**src/rtl/cq_pkg.sv**
```systemverilog
package cq_pkg;
  localparam int CMD_W   = 32;
  localparam int RES_W   = 16;
  localparam int TAG_W   = 4;
  localparam int TGT_W   = 2;
  localparam int B_EOQ   = 31;
  localparam int B_PAUSE = 30;
  localparam int B_TGT   = 28;
  localparam int B_TAG   = 24;
  localparam int B_CONV  = 23;

  typedef enum logic [1:0] {Q_IDLE, Q_RUN, Q_PAUSE, Q_END} qstate_e;
  typedef enum logic [1:0] {E_IDLE, E_SEND, E_WAIT} eng_e;

  function automatic logic cmd_eoq(input logic [CMD_W-1:0] w);
    return w[B_EOQ];
  endfunction

  function automatic logic cmd_pause(input logic [CMD_W-1:0] w);
    return w[B_PAUSE];
  endfunction

  function automatic logic cmd_conv(input logic [CMD_W-1:0] w);
    return w[B_CONV];
  endfunction

  function automatic logic [TGT_W-1:0] cmd_tgt(input logic [CMD_W-1:0] w);
    return w[B_TGT +: TGT_W];
  endfunction

  function automatic logic [TAG_W-1:0] cmd_tag(input logic [CMD_W-1:0] w);
    return w[B_TAG +: TAG_W];
  endfunction
endpackage

```
**src/rtl/cq_fifo.sv**
```systemverilog
module cq_fifo #(
  parameter int W     = 32,
  parameter int DEPTH = 4
) (
  input  logic         clk,
  input  logic         rst_n,
  input  logic         push,
  input  logic [W-1:0] wdata,
  input  logic         pop,
  output logic [W-1:0] rdata,
  output logic         empty,
  output logic         full
);
  localparam int AW = (DEPTH > 1) ? $clog2(DEPTH) : 1;

  logic [W-1:0] mem [DEPTH];
  logic [AW:0]  wp, rp;

  assign empty = (wp == rp);
  assign full  = (wp[AW-1:0] == rp[AW-1:0]) && (wp[AW] != rp[AW]);
  assign rdata = mem[rp[AW-1:0]];

  always_ff @(posedge clk or negedge rst_n) begin
    if (!rst_n) begin
      wp <= '0;
      rp <= '0;
    end else begin
      if (push && !full) wp <= wp + 1'b1;
      if (pop && !empty) rp <= rp + 1'b1;
    end
  end

  always_ff @(posedge clk) begin
    if (push && !full) mem[wp[AW-1:0]] <= wdata;
  end
endmodule

```
**src/rtl/cq_arbiter.sv**
```systemverilog
module cq_arbiter #(
  parameter int N = 3
) (
  input  logic         enable,
  input  logic [N-1:0] req,
  output logic [N-1:0] grant
);
  always_comb begin
    logic found;
    found = 1'b0;
    grant = '0;
    for (int i = 0; i < N; i++) begin
      if (enable && req[i] && !found) begin
        grant[i] = 1'b1;
        found    = 1'b1;
      end
    end
  end
endmodule

```
**src/rtl/cq_queue_ctl.sv**
```systemverilog
module cq_queue_ctl
  import cq_pkg::*;
(
  input  logic clk,
  input  logic rst_n,
  input  logic trig,
  input  logic rearm,
  input  logic done,
  input  logic done_eoq,
  input  logic done_pause,
  output logic running
);
  qstate_e st;

  assign running = (st == Q_RUN);

  always_ff @(posedge clk or negedge rst_n) begin
    if (!rst_n) st <= Q_IDLE;
    else begin
      unique case (st)
        Q_IDLE:  if (trig) st <= Q_RUN;
        Q_RUN: begin
          if (done && done_eoq)        st <= Q_END;
          else if (done && done_pause) st <= Q_PAUSE;
        end
        Q_PAUSE: if (trig) st <= Q_RUN;
        Q_END:   if (rearm) st <= Q_IDLE;
        default: st <= Q_IDLE;
      endcase
    end
  end
endmodule

```
**src/rtl/cq_sequencer.sv**
```systemverilog
module cq_sequencer
  import cq_pkg::*;
#(
  parameter int NUM_CQ   = 3,
  parameter int NUM_RQ   = 3,
  parameter int CQ_DEPTH = 8,
  parameter int RQ_DEPTH = 4
) (
  input  logic                    clk,
  input  logic                    rst_n,
  input  logic [NUM_CQ-1:0]       cmd_push,
  input  logic [CMD_W-1:0]        cmd_wdata,
  output logic [NUM_CQ-1:0]       cmd_full,
  input  logic [NUM_CQ-1:0]       trig,
  input  logic [NUM_CQ-1:0]       rearm,
  output logic                    tx_valid,
  output logic [CMD_W-1:0]        tx_data,
  output logic [TGT_W-1:0]        tx_target,
  input  logic                    tx_ready,
  input  logic                    res_valid,
  input  logic [RES_W-1:0]        res_data,
  output logic                    res_ready,
  input  logic [NUM_RQ-1:0]       rq_pop,
  output logic [NUM_RQ*RES_W-1:0] rq_data,
  output logic [NUM_RQ-1:0]       rq_empty,
  output logic [NUM_CQ-1:0]       eoq_flag,
  input  logic [NUM_CQ-1:0]       eoq_clr,
  output logic                    eoq_irq,
  output logic                    tag_err,
  input  logic                    err_clr
);
  localparam int QW = (NUM_CQ > 1) ? $clog2(NUM_CQ) : 1;

  // internal events, named for the checker
  logic [NUM_CQ-1:0] cq_empty, run, req, grant, done;
  logic [NUM_RQ-1:0] rq_full, rq_push;
  logic              xfer_done, res_accept, tag_bad, tgt_full;

  logic [CMD_W-1:0]  cq_rdata [NUM_CQ];
  logic [CMD_W-1:0]  cur_cmd;
  logic [QW-1:0]     cur_q, grant_idx;
  logic [TAG_W-1:0]  cur_tag;
  eng_e              eng_q;

  genvar gi;
  generate
    for (gi = 0; gi < NUM_CQ; gi++) begin : g_cq
      cq_fifo #(.W(CMD_W), .DEPTH(CQ_DEPTH)) u_cmdq (
        .clk(clk), .rst_n(rst_n), .push(cmd_push[gi]), .wdata(cmd_wdata),
        .pop(grant[gi]), .rdata(cq_rdata[gi]), .empty(cq_empty[gi]),
        .full(cmd_full[gi]));
      cq_queue_ctl u_ctl (
        .clk(clk), .rst_n(rst_n), .trig(trig[gi]), .rearm(rearm[gi]),
        .done(done[gi]), .done_eoq(cmd_eoq(cur_cmd)),
        .done_pause(cmd_pause(cur_cmd)), .running(run[gi]));
      assign req[gi] = run[gi] & ~cq_empty[gi];
    end
  endgenerate

  cq_arbiter #(.N(NUM_CQ)) u_arb (
    .enable(eng_q == E_IDLE), .req(req), .grant(grant));

  always_comb begin
    grant_idx = '0;
    for (int i = 0; i < NUM_CQ; i++)
      if (grant[i]) grant_idx = QW'(i);
  end

  assign cur_tag = cmd_tag(cur_cmd);
  assign tag_bad = int'(cur_tag) >= NUM_RQ;

  always_comb begin
    tgt_full = 1'b0;
    for (int j = 0; j < NUM_RQ; j++)
      if (int'(cur_tag) == j) tgt_full = rq_full[j];
  end

  assign tx_valid   = (eng_q == E_SEND);
  assign tx_data    = cur_cmd;
  assign tx_target  = cmd_tgt(cur_cmd);
  assign xfer_done  = tx_valid & tx_ready;
  assign done       = xfer_done ? (NUM_CQ'(1) << cur_q) : '0;
  assign res_ready  = (eng_q == E_WAIT) && (tag_bad || !tgt_full);
  assign res_accept = res_valid & res_ready;

  generate
    for (gi = 0; gi < NUM_RQ; gi++) begin : g_rq
      assign rq_push[gi] = res_accept && !tag_bad && (int'(cur_tag) == gi);
      cq_fifo #(.W(RES_W), .DEPTH(RQ_DEPTH)) u_resq (
        .clk(clk), .rst_n(rst_n), .push(rq_push[gi]), .wdata(res_data),
        .pop(rq_pop[gi]), .rdata(rq_data[gi*RES_W +: RES_W]),
        .empty(rq_empty[gi]), .full(rq_full[gi]));
    end
  endgenerate

  always_ff @(posedge clk or negedge rst_n) begin
    if (!rst_n) begin
      eng_q   <= E_IDLE;
      cur_cmd <= '0;
      cur_q   <= '0;
    end else begin
      unique case (eng_q)
        E_IDLE: if (|grant) begin
          cur_cmd <= cq_rdata[grant_idx];
          cur_q   <= grant_idx;
          eng_q   <= E_SEND;
        end
        E_SEND: if (xfer_done) eng_q <= cmd_conv(cur_cmd) ? E_WAIT : E_IDLE;
        E_WAIT: if (res_accept) eng_q <= E_IDLE;
        default: eng_q <= E_IDLE;
      endcase
    end
  end

  always_ff @(posedge clk or negedge rst_n) begin
    if (!rst_n) begin
      eoq_flag <= '0;
      tag_err  <= 1'b0;
    end else begin
      eoq_flag <= (eoq_flag & ~eoq_clr) | (cmd_eoq(cur_cmd) ? done : '0);
      tag_err  <= (tag_err & ~err_clr) | (res_accept & tag_bad);
    end
  end

  assign eoq_irq = |eoq_flag;
endmodule

```
**config.mk**
```make
export PLATFORM = sky130hd
export DESIGN_NAME = cq_sequencer
export DESIGN_NICKNAME = d
export VERILOG_FILES = /design/src/rtl/cq_pkg.sv /design/src/rtl/cq_fifo.sv /design/src/rtl/cq_arbiter.sv /design/src/rtl/cq_queue_ctl.sv /design/src/rtl/cq_sequencer.sv
export SDC_FILE = /design/constraint.sdc
export NUM_CORES = 1
export LEC_CHECK = 0
export BUFFER_PORTS_ARGS = -buffer_cell sky130_fd_sc_hd__buf_2
export CELL_PAD_IN_SITES_DETAIL_PLACEMENT = 1
export CELL_PAD_IN_SITES_GLOBAL_PLACEMENT = 2
export CORE_MARGIN = 2
export CORE_UTILIZATION = 44
export CTS_CLUSTER_SIZE = 24
export DETAILED_ROUTE_END_ITERATION = 8
export PLACE_DENSITY_LB_ADDON = 0.1
export SLEW_MARGIN = 30
export SYNTH_ARGS = -nofsm -noshare
export SYNTH_HDL_FRONTEND = slang
export SYNTH_SLANG_ARGS = --single-unit
```
**constraint.sdc**
```tcl
create_clock -name clk -period 3.9 [get_ports clk]
set_input_delay 0.78 -clock clk [delete_from_list [all_inputs] [get_ports clk]]
set_output_delay 0.78 -clock clk [all_outputs]
set_load 0.005 [all_outputs]
```
==> results of run 1 <==
placed cells by master, fill, tap and decap left out, drive strengths merged, types with 2 or more instances in the layout:
master	count
xnor2	31
o31ai	2
or2	2
o22ai	4
o21ai	14
nor2	52
nor3	10
mux2i	128
nand2	36
nand4	3
ha	21
a41o	2
clkinv	42
clkinvlp	5
clkbuf	138
a41oi	3
mux4	240
dfrtp	88
mux2	40
nand3	10
xor2	21
and4	3
nand3b	5
o311ai	4
nor2b	4
bufinv	15
buf	231
and3	2
diode	2
o211ai	2
inv	29
edfxtp	960
and2	12
a21oi	29
nand2b	11
routing by layer:
metal	GRT usage, %	up-vias
li1	-	8158
met1	29.74	10310
met2	35.14	496
met3	3.085	107
met4	5.252	0
met5	0	-
synthesized netlist by cell type (14+ instances only):
library cell,instances,area share [%]
edfxtp_1,960,71
mux4_2,240,13
mux2i_1,128,3.1
dfrtp_1,88,5.4
nor2_1,52,0.48
buf_2,46,0.56
nand2_1,36,0.33
xnor2_1,31,0.67
a21oi_1,29,0.36
inv_1,25,0.23
clkbuf_1,21,0.19
ha_1,21,0.64
xor2_1,21,0.45
mux2_2,20,0.55
mux2_4,20,0.74
buf_4,19,0.35
o21ai_0,14,0.17
worst max-delay path, delay by kind of cell, from the launching register on:
family	cells	cell delay, ns
flops	1	0.94
compound gates	2	0.88
xor+xnor	1	0.22
buf+inv	1	0.17
simple gates	1	0.12
area by class of cell:
type | instances | area [um^2] | area share (%)
well taps | 1243 | 1555 | 3.295
flip-flops and latches | 1048 | 31050 | 65.80
inverters | 25 | 93.84 | 0.1988
clock inverters | 66 | 721.9 | 1.530
diodes | 2 | 5.005 | 0.01060
clock buffers | 138 | 2980 | 6.315
repair buffers | 231 | 1473 | 3.120
multi-input cells | 703 | 9314 | 19.73
state kept, by name (all words and copies together) (netlist names):
name and cells:
cur_q 2, g_rq.u_resq.rp 9, g_cq.u_cmdq.rp 12, g_cq.u_cmdq.mem 768, g_rq.u_resq.wp 9, g_rq.u_resq.mem 192, g_cq.u_ctl.st 6, eng_q 2
tx_data 32, eoq_flag 3, tag_err 1, g_cq.u_cmdq.wp 12
cell families (layout without fill, tap and decap cells):
group / after synthesis / after routing / synth area share (%)
AO/OA/AOI/OAI: 66 / 66 / 0.9788
XOR/XNOR: 52 / 52 / 1.117
adder cells (fa/ha/maj): 21 / 21 / 0.6443
buffers and inverters: 126 / 460 / 1.605
flip-flops: 1048 / 1048 / 76.09
multiplexers: 408 / 408 / 17.68
other: 0 / 2 / 0
AND/OR/NAND/NOR: 156 / 156 / 1.881
power groups by stage:
stage / Sequential, uW / Clock [uW] / Combinational (uW)
CTS: 15100 / 10900 / 11600
floorplan: 14800 / 0 / 7740
finish: 15100 / 10700 / 11200
detailed placement: 15300 / 0 / 11500
global placement: 15200 / 0 / 11400
global route: 15200 / 11300 / 12100
worst min path at each step:
stage / start / to / slack, ns / depth (start not counted)
after global routing: rst_n / g_rq[2].u_resq.rp[0] / 0.21 / 1
after detailed placement: g_cq[1].u_cmdq.rp[3] / g_cq[1].u_cmdq.rp[3] / 0.48 / 1
final: rst_n / g_rq[2].u_resq.rp[0] / 0.19 / 1
after floorplan: g_cq[1].u_cmdq.wp[3] / g_cq[1].u_cmdq.wp[3] / 0.46 / 1
after global placement: g_rq[2].u_resq.wp[2] / g_rq[2].u_resq.wp[2] / 0.47 / 1
after CTS: rst_n / tx_data[26] / 0.18 / 1
per-stage QoR:
stage	cells	power (uW)	instance area, um^2
floorplan	1877	22520	40810
global placement	3250	26590	43490
detailed placement	3250	26850	43490
CTS	3454	37610	47190
global route	3454	38710	47190
finish	3456	36980	47200
==> results.sh, run 1 <==
export IMPL_wl_met3_um=4722
export IMPL_hp_class="input pin to asynchronous set/reset pin"
export IMPL_synth_cell_area_mm2=0.04078
export IMPL_drive_gt1_share_pct=32.52
export IMPL_start_util_pct=44.42
export IMPL_grt_pass1_wl_um=144400
export IMPL_design_portCount=163
export IMPL_holdWs_ns=0.1935
export IMPL_wl_per_cell_um=28.52
export IMPL_clkLatencyLatePin_ns=0.68
export IMPL_critical_path_class="flip-flop to output pin"
export IMPL_ir_drop_mv=0.5113
export IMPL_r2r_start="g_cq[0].u_cmdq.wp[2]"
export IMPL_cp_max_fo=19
export IMPL_gp_congestion=0.7492
export IMPL_cp_required_ns=3.12
export IMPL_switching_power_uw=11500
export IMPL_worstMarginPinSlew_ns=0.9237
export IMPL_routed_wl_um=98570
export IMPL_max_stage_delay_ns=0.94
export IMPL_tritoncts="yes"
export IMPL_endpoint_kind="output pin"
export IMPL_post_cts_buffers=0
export IMPL_path_cells="xnor2_1, nand3_1, o311ai_0, a21oi_1, buf_2"
export IMPL_drt_iter0_markers=1435
export IMPL_hold_viol_final=0
export IMPL_numCtsBuffers=109
export IMPL_die_w_um=308.4
export IMPL_fillers=8099
export IMPL_drv_slew=0
export IMPL_grt_pass1_vias=20660
export IMPL_avgViaCountPerCell=5.517
export IMPL_die_area_mm2=0.09514
export IMPL_power_frac_comb_pct=30.4
export IMPL_track_usage_pct=21.19
export IMPL_vias=19070
export IMPL_cts_buffer_depth=3
export IMPL_startpoint="g_rq[0].u_resq.rp[1]"
export IMPL_synth_edf_count=960
export IMPL_setup_ws_ns=0.1059
export IMPL_synth_main_ff_cell="edfxtp_1"
export IMPL_max_freq_mhz=263.6
export IMPL_p_int_uw=25480
export IMPL_grt_max_degree=68
export IMPL_cts_resized=0
export IMPL_dp_hpwl_um=61980
export IMPL_coreArea_mm2=0.09180
export IMPL_yosys_cell_types_count=51
export IMPL_ys_warn_count=0
export IMPL_setup_tns_ns=0
export IMPL_path_clk_slew_ns=0.06
export IMPL_status="complete, no violations"
export IMPL_fin_skew_ns=0.02657
export IMPL_grt_antenna_before_repair=3
export IMPL_max_slew_margin_rel_pct=38.42
export IMPL_async_flop_share_pct=8.397
export IMPL_syn_inst=1877
export IMPL_synth_seq_area_share_pct=76.09
export IMPL_setup_violations=0
export IMPL_reg2reg_depth=5
export IMPL_seqPwrFrac_pct=40.8
export IMPL_rows=111
export IMPL_nets=2207
export IMPL_htree_levels=3
export IMPL_ant_nets=0
export IMPL_cellLeakagePower_uw=0.01595
export IMPL_clockPowerShare_pct=28.9
export IMPL_crit_end="res_ready"
export IMPL_switching_share_pct=31.10
export IMPL_powerDensity_mw_per_mm2=783.6
export IMPL_synth_nets=1966
export IMPL_place_worst_setup_slack_ns=0.8272
export IMPL_cpMaxStageDelayCell="dfrtp_1"
export IMPL_overflow=0
export IMPL_start_kind="flip-flop"
export IMPL_drt_pass1_iterations=5
export IMPL_cp_arrival_ns=3.01
export IMPL_rsz0062_at_grt="false"
export IMPL_synth_seq_cells=1048
export IMPL_timing_final_crit_period_ns=3.794
export IMPL_top_layer="met4"
export IMPL_cts_num_sinks=1048
export IMPL_wl_met1_um=43370
export IMPL_wl_met2_um=48690
export IMPL_root_buffer="clkbuf_16"
export IMPL_postLayoutCoreUtil_pct=51.41
export IMPL_die_h_um=308.4
export IMPL_rr_endpoint="g_cq[0].u_cmdq.mem[4][11]"
export IMPL_area_growth_pct=15.73
export IMPL_maxCapViolations=0
export IMPL_drcViolationCount=0
export IMPL_period_share_pct=97.28
export IMPL_r2r_slack_ns=0.99
export IMPL_avgSynthCellArea_um2=21.73
export IMPL_numPortBuffers=162
export IMPL_postCtsHoldBufs=0
Power figures use the tool's default switching activity.
==> run 2: changes to the inputs <==
--- a/config.mk
+++ b/config.mk
@@ -12,7 +12,9 @@
 export CORE_UTILIZATION = 44
 export CTS_CLUSTER_SIZE = 24
 export DETAILED_ROUTE_END_ITERATION = 8
+export MAX_ROUTING_LAYER = met4
 export PLACE_DENSITY_LB_ADDON = 0.1
+export REMOVE_ABC_BUFFERS = 1
 export SLEW_MARGIN = 30
 export SYNTH_ARGS = -nofsm -noshare
 export SYNTH_HDL_FRONTEND = slang
==> run 2 against run 1 <==
Against the previous run: register-to-register slack lost 0.09 ns; count of clock-buffer cells in the layout grew 2; clock power is essentially flat; largest cell class unchanged; non-clock buffer count grew 1; highest routed layer unchanged.
==> results.sh, run 2 (synthesized netlist as in run 1, its figures left out) <==
export IMPL_powerDensity_mw_per_mm2=767.3
export IMPL_ant_nets=0
export IMPL_grt_antenna_before_repair=5
export IMPL_wl_met1_um=38650
export IMPL_wl_per_cell_um=26.45
export IMPL_layout_common_cells="edfxtp_1 (960), mux4_2 (240), buf_2 (161)"
export IMPL_numPortBuffers=162
export IMPL_max_slew_margin_rel_pct=38.27
export IMPL_seqCellArea_mm2=0.03106
export IMPL_startpoint="g_rq[2].u_resq.rp[1]"
export IMPL_avgViaCountPerCell=5.405
export IMPL_vias=18730
export IMPL_mostFrequentLayoutCell="edfxtp_1"
export IMPL_post_cts_buffers=0
export IMPL_root_buffer="clkbuf_16"
export IMPL_cp_arrival_ns=2.76
export IMPL_drt_pass1_iterations=5
export IMPL_grt_pass1_wl_um=138000
export IMPL_switching_share_pct=30.07
export IMPL_fillers=8025
export IMPL_tritoncts="yes"
export IMPL_die_h_um=308.4
export IMPL_design_portCount=163
export IMPL_start_kind="flip-flop"
export IMPL_cp_num_buf_inv=2
export IMPL_die_area_mm2=0.09514
export IMPL_rows=111
export IMPL_overflow=0
export IMPL_path_delay_family="flip-flops"
export IMPL_hp_class="input pin to asynchronous set/reset pin"
export IMPL_cts_num_sinks=1048
export IMPL_path_clk_slew_ns=0.06
export IMPL_multi_input_area_mm2=0.009293
export IMPL_drt_iter0_markers=1233
export IMPL_power_total_uw=36160
export IMPL_drv_slew=0
export IMPL_timing_final_crit_period_ns=3.538
export IMPL_grt_max_degree=68
export IMPL_period_share_pct=90.73
export IMPL_ir_drop_mv=0.5514
export IMPL_setup_violations=0
export IMPL_area_growth_pct=15.57
export IMPL_switching_power_uw=10870
export IMPL_max_stage_delay_ns=0.92
export IMPL_clockPowerShare_pct=28.9
export IMPL_wl_met3_um=3150
export IMPL_path_cells="xnor2_1, nand4_1, o311ai_0, buf_4, a21oi_1, buf_2"
export IMPL_dp_hpwl_um=57150
export IMPL_r2r_slack_ns=0.90
export IMPL_die_w_um=308.4
export IMPL_largest_register_ffs=768
export IMPL_fin_skew_ns=0.01391
export IMPL_cts_buffer_depth=3
export IMPL_htree_levels=3
export IMPL_worstMarginPinSlew_ns=0.9260
export IMPL_critical_path_class="flip-flop to output pin"
export IMPL_wl_met2_um=48180
export IMPL_clkLatencyLatePin_ns=0.66
export IMPL_start_util_pct=44.42
export IMPL_top_layer="met4"
export IMPL_routed_wl_um=91650
export IMPL_cellLeakagePower_uw=0.01592
export IMPL_cts_resized=0
export IMPL_r2r_start="g_cq[0].u_cmdq.rp[0]"
export IMPL_coreArea_mm2=0.09180
export IMPL_cp_max_fo=19
export IMPL_p_int_uw=25290
export IMPL_postCtsHoldBufs=0
export IMPL_gp_congestion=0.7435
export IMPL_power_frac_comb_pct=29.5
export IMPL_drive_gt1_share_pct=32.12
export IMPL_numCtsBuffers=111
export IMPL_grt_pass1_vias=20720
export IMPL_drcViolationCount=0
export IMPL_status="complete, no violations"
export IMPL_nets=2210
export IMPL_final_cell_area_mm2=0.04713
export IMPL_dpl_cell_area_mm2=0.04349
export IMPL_max_freq_mhz=282.6
export IMPL_cp_required_ns=3.12
export IMPL_hold_viol_final=0
export IMPL_cpMaxStageDelayCell="dfrtp_1"
export IMPL_seqPwrFrac_pct=41.6
export IMPL_maxCapViolations=0
export IMPL_track_usage_pct=20.37
export IMPL_rsz0062_at_grt="false"
export IMPL_endpoint_kind="output pin"
run 2: cell count changes in the layout (fill, tap and decap cells not counted), sizes merged:
cell / previous run / this run
diode: 2 / 5
inv: 29 / 28
buf: 231 / 232
bufinv: 15 / 13
clkbuf: 138 / 140
clkinvlp: 5 / 3
clkinv: 42 / 50
run 2: worst paths after layout:
check,end,cells after the start
worst max-delay path,res_ready,6
worst min-delay path,eoq_flag[0],1
worst max register to register,g_cq[0].u_cmdq.mem[1][11],5
worst min register to register,g_rq[0].u_resq.wp[2],1
max in group asynchronous,tx_data[10],2
min in group clk,eoq_flag[0],2
run 2: power by group through the flow:
stage	clock [uW]	combinational [uW]	sequential [uW]
detailed placement	0	11000	15300
CTS	10700	11000	15100
floorplan	0	6470	15900
global route	11100	11600	15200
global placement	0	10800	15200
finish	10500	10700	15000
run 2: per-layer routing:
metal / up-vias / global-route usage (%)
met5: - / -
met4: 0 / 4.685
met3: 122 / 3.209
met2: 314 / 35.00
met1: 10120 / 25.56
li1: 8172 / -
run 2: area by class of cell:
cell class              instances  share of cell area, %
flip-flops and latches       1048                  65.89
multi-input cells             703                  19.72
clock buffers                 140                  6.254
well taps                    1243                  3.300
repair buffers                232                  3.159
clock inverters                69                  1.452
inverters                      25                 0.1991
diodes                          5                0.02655
run 2: per-stage QoR:
step | hold WS (ns) | std cells | utilization, % | TNS (ns) | setup slack, ns
2_1_floorplan | 0.4604 | 1776 | - | -1058.65 | -2.197
3_3_place_gp | 0.4748 | 3251 | 47.37 | 0 | 0.9122
3_5_place_dp | 0.4779 | 3251 | 47.37 | 0 | 0.8391
4_1_cts | 0.1940 | 3460 | 51.33 | 0 | 0.2304
5_1_grt | 0.2173 | 3465 | 51.34 | 0 | 0.1247
6_report | 0.1909 | 3465 | 51.34 | 0 | 0.3616
==> run 3: changes to the inputs <==
--- a/config.mk
+++ b/config.mk
@@ -5,11 +5,12 @@
 export SDC_FILE = /design/constraint.sdc
 export NUM_CORES = 1
 export LEC_CHECK = 0
+export ABC_AREA = 1
 export BUFFER_PORTS_ARGS = -buffer_cell sky130_fd_sc_hd__buf_2
 export CELL_PAD_IN_SITES_DETAIL_PLACEMENT = 1
 export CELL_PAD_IN_SITES_GLOBAL_PLACEMENT = 2
 export CORE_MARGIN = 2
-export CORE_UTILIZATION = 44
+export CORE_UTILIZATION = 39
 export CTS_CLUSTER_SIZE = 24
 export DETAILED_ROUTE_END_ITERATION = 8
 export MAX_ROUTING_LAYER = met4
==> run 3 against run 2 <==
Against the previous run: power grew 7.2%; largest cell class unchanged; core utilization fell by 6.2 points; largest power group unchanged; die area rose by 16%.
==> results.sh, run 3 <==
export IMPL_endpoint_kind="output pin"
export IMPL_synth_edf_count=960
export IMPL_status="complete, no violations"
export IMPL_die_area_mm2=0.1108
export IMPL_timing_final_crit_period_ns=3.349
export IMPL_synth_seq_area_share_pct=73.57
export IMPL_rows=120
export IMPL_htree_levels=3
export IMPL_grt_max_degree=130
export IMPL_synth_main_ff_cell="edfxtp_1"
export IMPL_place_worst_setup_slack_ns=0.9481
export IMPL_layout_common_cells="edfxtp_1 (960), nand2_1 (637), nor2_1 (470)"
export IMPL_numCtsBuffers=115
export IMPL_synth_seq_cells=1048
export IMPL_track_usage_pct=22.79
export IMPL_die_w_um=332.9
export IMPL_yosys_cell_count_top_type="edfxtp_1"
export IMPL_switching_power_uw=14890
export IMPL_drv_slew=0
export IMPL_cts_buffer_depth=3
export IMPL_grt_busiest_layer="met2"
export IMPL_synth_top_area_share_pct=68.35
export IMPL_cp_required_ns=3.12
export IMPL_grt_met3_usage_pct=3.008
export IMPL_rsz0062_at_grt="false"
export IMPL_avgViaCountPerCell=5.346
export IMPL_cts_resized=0
export IMPL_drive_gt1_share_pct=12.42
export IMPL_drcViolationCount=0
export IMPL_fin_skew_ns=0.03580
export IMPL_drt_iter0_markers=1744
export IMPL_critical_path_class="flip-flop to output pin"
export IMPL_seqCellArea_mm2=0.03104
export IMPL_start_util_pct=39.34
export IMPL_grt_pass1_vias=28950
export IMPL_dpl_cell_area_mm2=0.04470
export IMPL_nets=3708
export IMPL_setup_violations=0
export IMPL_postCtsHoldBufs=0
export IMPL_drt_pass1_iterations=5
export IMPL_tritoncts="yes"
export IMPL_numPortBuffers=162
export IMPL_hold_viol_final=0
export IMPL_ant_nets=0
export IMPL_ir_drop_mv=0.4495
export IMPL_switching_share_pct=38.41
export IMPL_period_share_pct=85.86
export IMPL_multi_input_area_mm2=0.009833
export IMPL_p_int_uw=23870
export IMPL_clkLatencyLatePin_ns=0.71
export IMPL_overflow=0
export IMPL_final_cell_area_mm2=0.04840
export IMPL_area_growth_pct=14.74
export IMPL_gp_congestion=0.7857
export IMPL_postLayoutCoreUtil_pct=45.14
export IMPL_die_h_um=332.9
export IMPL_ys_top_cells_by_area="edfxtp_1 (68%), nand2_1 (5.7%), dfrtp_1 (5.2%)"
export IMPL_seqPwrFrac_pct=38.5
export IMPL_cts_num_sinks=1048
export IMPL_ys_warn_count=0
export IMPL_coreArea_mm2=0.1072
export IMPL_maxCapViolations=0
export IMPL_met2_usage_pct=36.53
export IMPL_ys_top_cells_by_count="edfxtp_1 (960), nand2_1 (637), nor2_1 (494)"
export IMPL_cp_arrival_ns=2.57
export IMPL_vias=27420
export IMPL_dp_hpwl_um=74400
export IMPL_r2r_slack_ns=1.01
export IMPL_cp_max_fo=3
export IMPL_mostFrequentLayoutCell="edfxtp_1"
export IMPL_synth_top_cell_by_area="edfxtp_1"
export IMPL_max_freq_mhz=298.6
export IMPL_max_slew_margin_rel_pct=39.58
export IMPL_path_clk_slew_ns=0.06
export IMPL_design_portCount=163
export IMPL_avgSynthCellArea_um2=12.18
export IMPL_power_frac_comb_pct=34.2
export IMPL_routed_wl_um=122300
export IMPL_grt_use_met1_pct=30.82
export IMPL_wl_per_cell_um=23.86
export IMPL_root_buffer="clkbuf_16"
export IMPL_async_flop_share_pct=8.397
export IMPL_syn_inst=3464
export IMPL_grt_pass1_wl_um=184700
export IMPL_setup_ws_ns=0.5515
export IMPL_worstMarginPinSlew_ns=0.9062
export IMPL_grt_antenna_before_repair=3
export IMPL_start_kind="flip-flop"
export IMPL_hp_class="input pin to asynchronous set/reset pin"
export IMPL_fillers=11210
export IMPL_clockPowerShare_pct=27.4
export IMPL_powerDensity_mw_per_mm2=801.0
export IMPL_synth_cell_area_mm2=0.04218
export IMPL_yosys_cell_types_count=36
export IMPL_largest_register_ffs=768
export IMPL_cellLeakagePower_uw=0.01748
export IMPL_post_cts_buffers=0
==> run 3: cell types whose count changed in the layout (fill, tap and decap cells not counted), sizes merged, moves of 35 or more <==
cell / change
o22ai: +128
o211ai: +35
inv: +109
nand2: +607
mux4: -240
nor2: +444
mux2: -39
mux2i: -128
nand3: +185
o21ai: +399
==> run 3: power groups by stage <==
stage	logic, uW	clock network [uW]	registers (uW)
finish	13200	10600	14900
global route	14900	11300	15100
CTS	13600	10900	14900
detailed placement	13500	0	15100
global placement	13100	0	15100
floorplan	7030	0	15500
==> run 3: final timing paths <==
path                                      start  cells past startpoint                   end
max                                 tx_data[26]                      6             res_ready
min reg2reg                g_cq[0].u_cmdq.rp[3]                      1  g_cq[0].u_cmdq.rp[3]
min                                       rst_n                      1  g_cq[0].u_cmdq.wp[1]
min in group clk                     eoq_clr[0]                      2           eoq_flag[0]
max in group asynchronous                 rst_n                      2  g_cq[2].u_cmdq.rp[0]
max reg2reg                g_cq[2].u_cmdq.rp[1]                     10            tx_data[5]
==> run 3: final cells by class <==
type	instances	area share (%)
flip-flops and latches	1048	64.15
multi-input cells	2074	20.32
clock buffers	151	6.373
well taps	1403	3.627
repair buffers	244	3.193
clock inverters	68	1.238
inverters	136	1.081
diodes	4	0.02068
==> run 3: worst max-delay path: stages (launching register included) <==
cell     delay, ns
dfrtp_1       0.49
nor2_1        0.19
inv_1         0.11
nor3_1        0.31
o21ai_1       0.23
a21oi_1       0.35
buf_2         0.19
==> run 3: logic make-up after synthesis <==
family                     Yosys count  synth area share [%]
and+or+nand+nor                   1363                 12.98
DFF                               1048                 73.57
AOI/OAI and AO/OA                  652                 8.484
buffers and inverters              342                 3.545
xor gates and xnor gates            37                0.7683
adders and majority gates           21                0.6230
muxes                                1               0.02670
==> run 3: per-stage QoR <==
step | instances | setup TNS, ns | hold slack [ns] | power (uW)
2_1_floorplan | 3258 | -631.55 | 0.4604 | 22530
6_report | 5128 | 0 | 0.09837 | 38760
3_3_place_gp | 4905 | 0 | 0.4664 | 28220
3_5_place_dp | 4905 | 0 | 0.4818 | 28640
5_1_grt | 5125 | 0 | 0.1103 | 41230
4_1_cts | 5124 | 0 | 0.1926 | 39350
==> run 3: per-layer routing <==
layer | routed length [um] | up-vias
li1 | - | 12610
met1 | 56650 | 14210
met2 | 58890 | 442
met3 | 4008 | 155
met4 | 2777 | 0
met5 | 0 | -
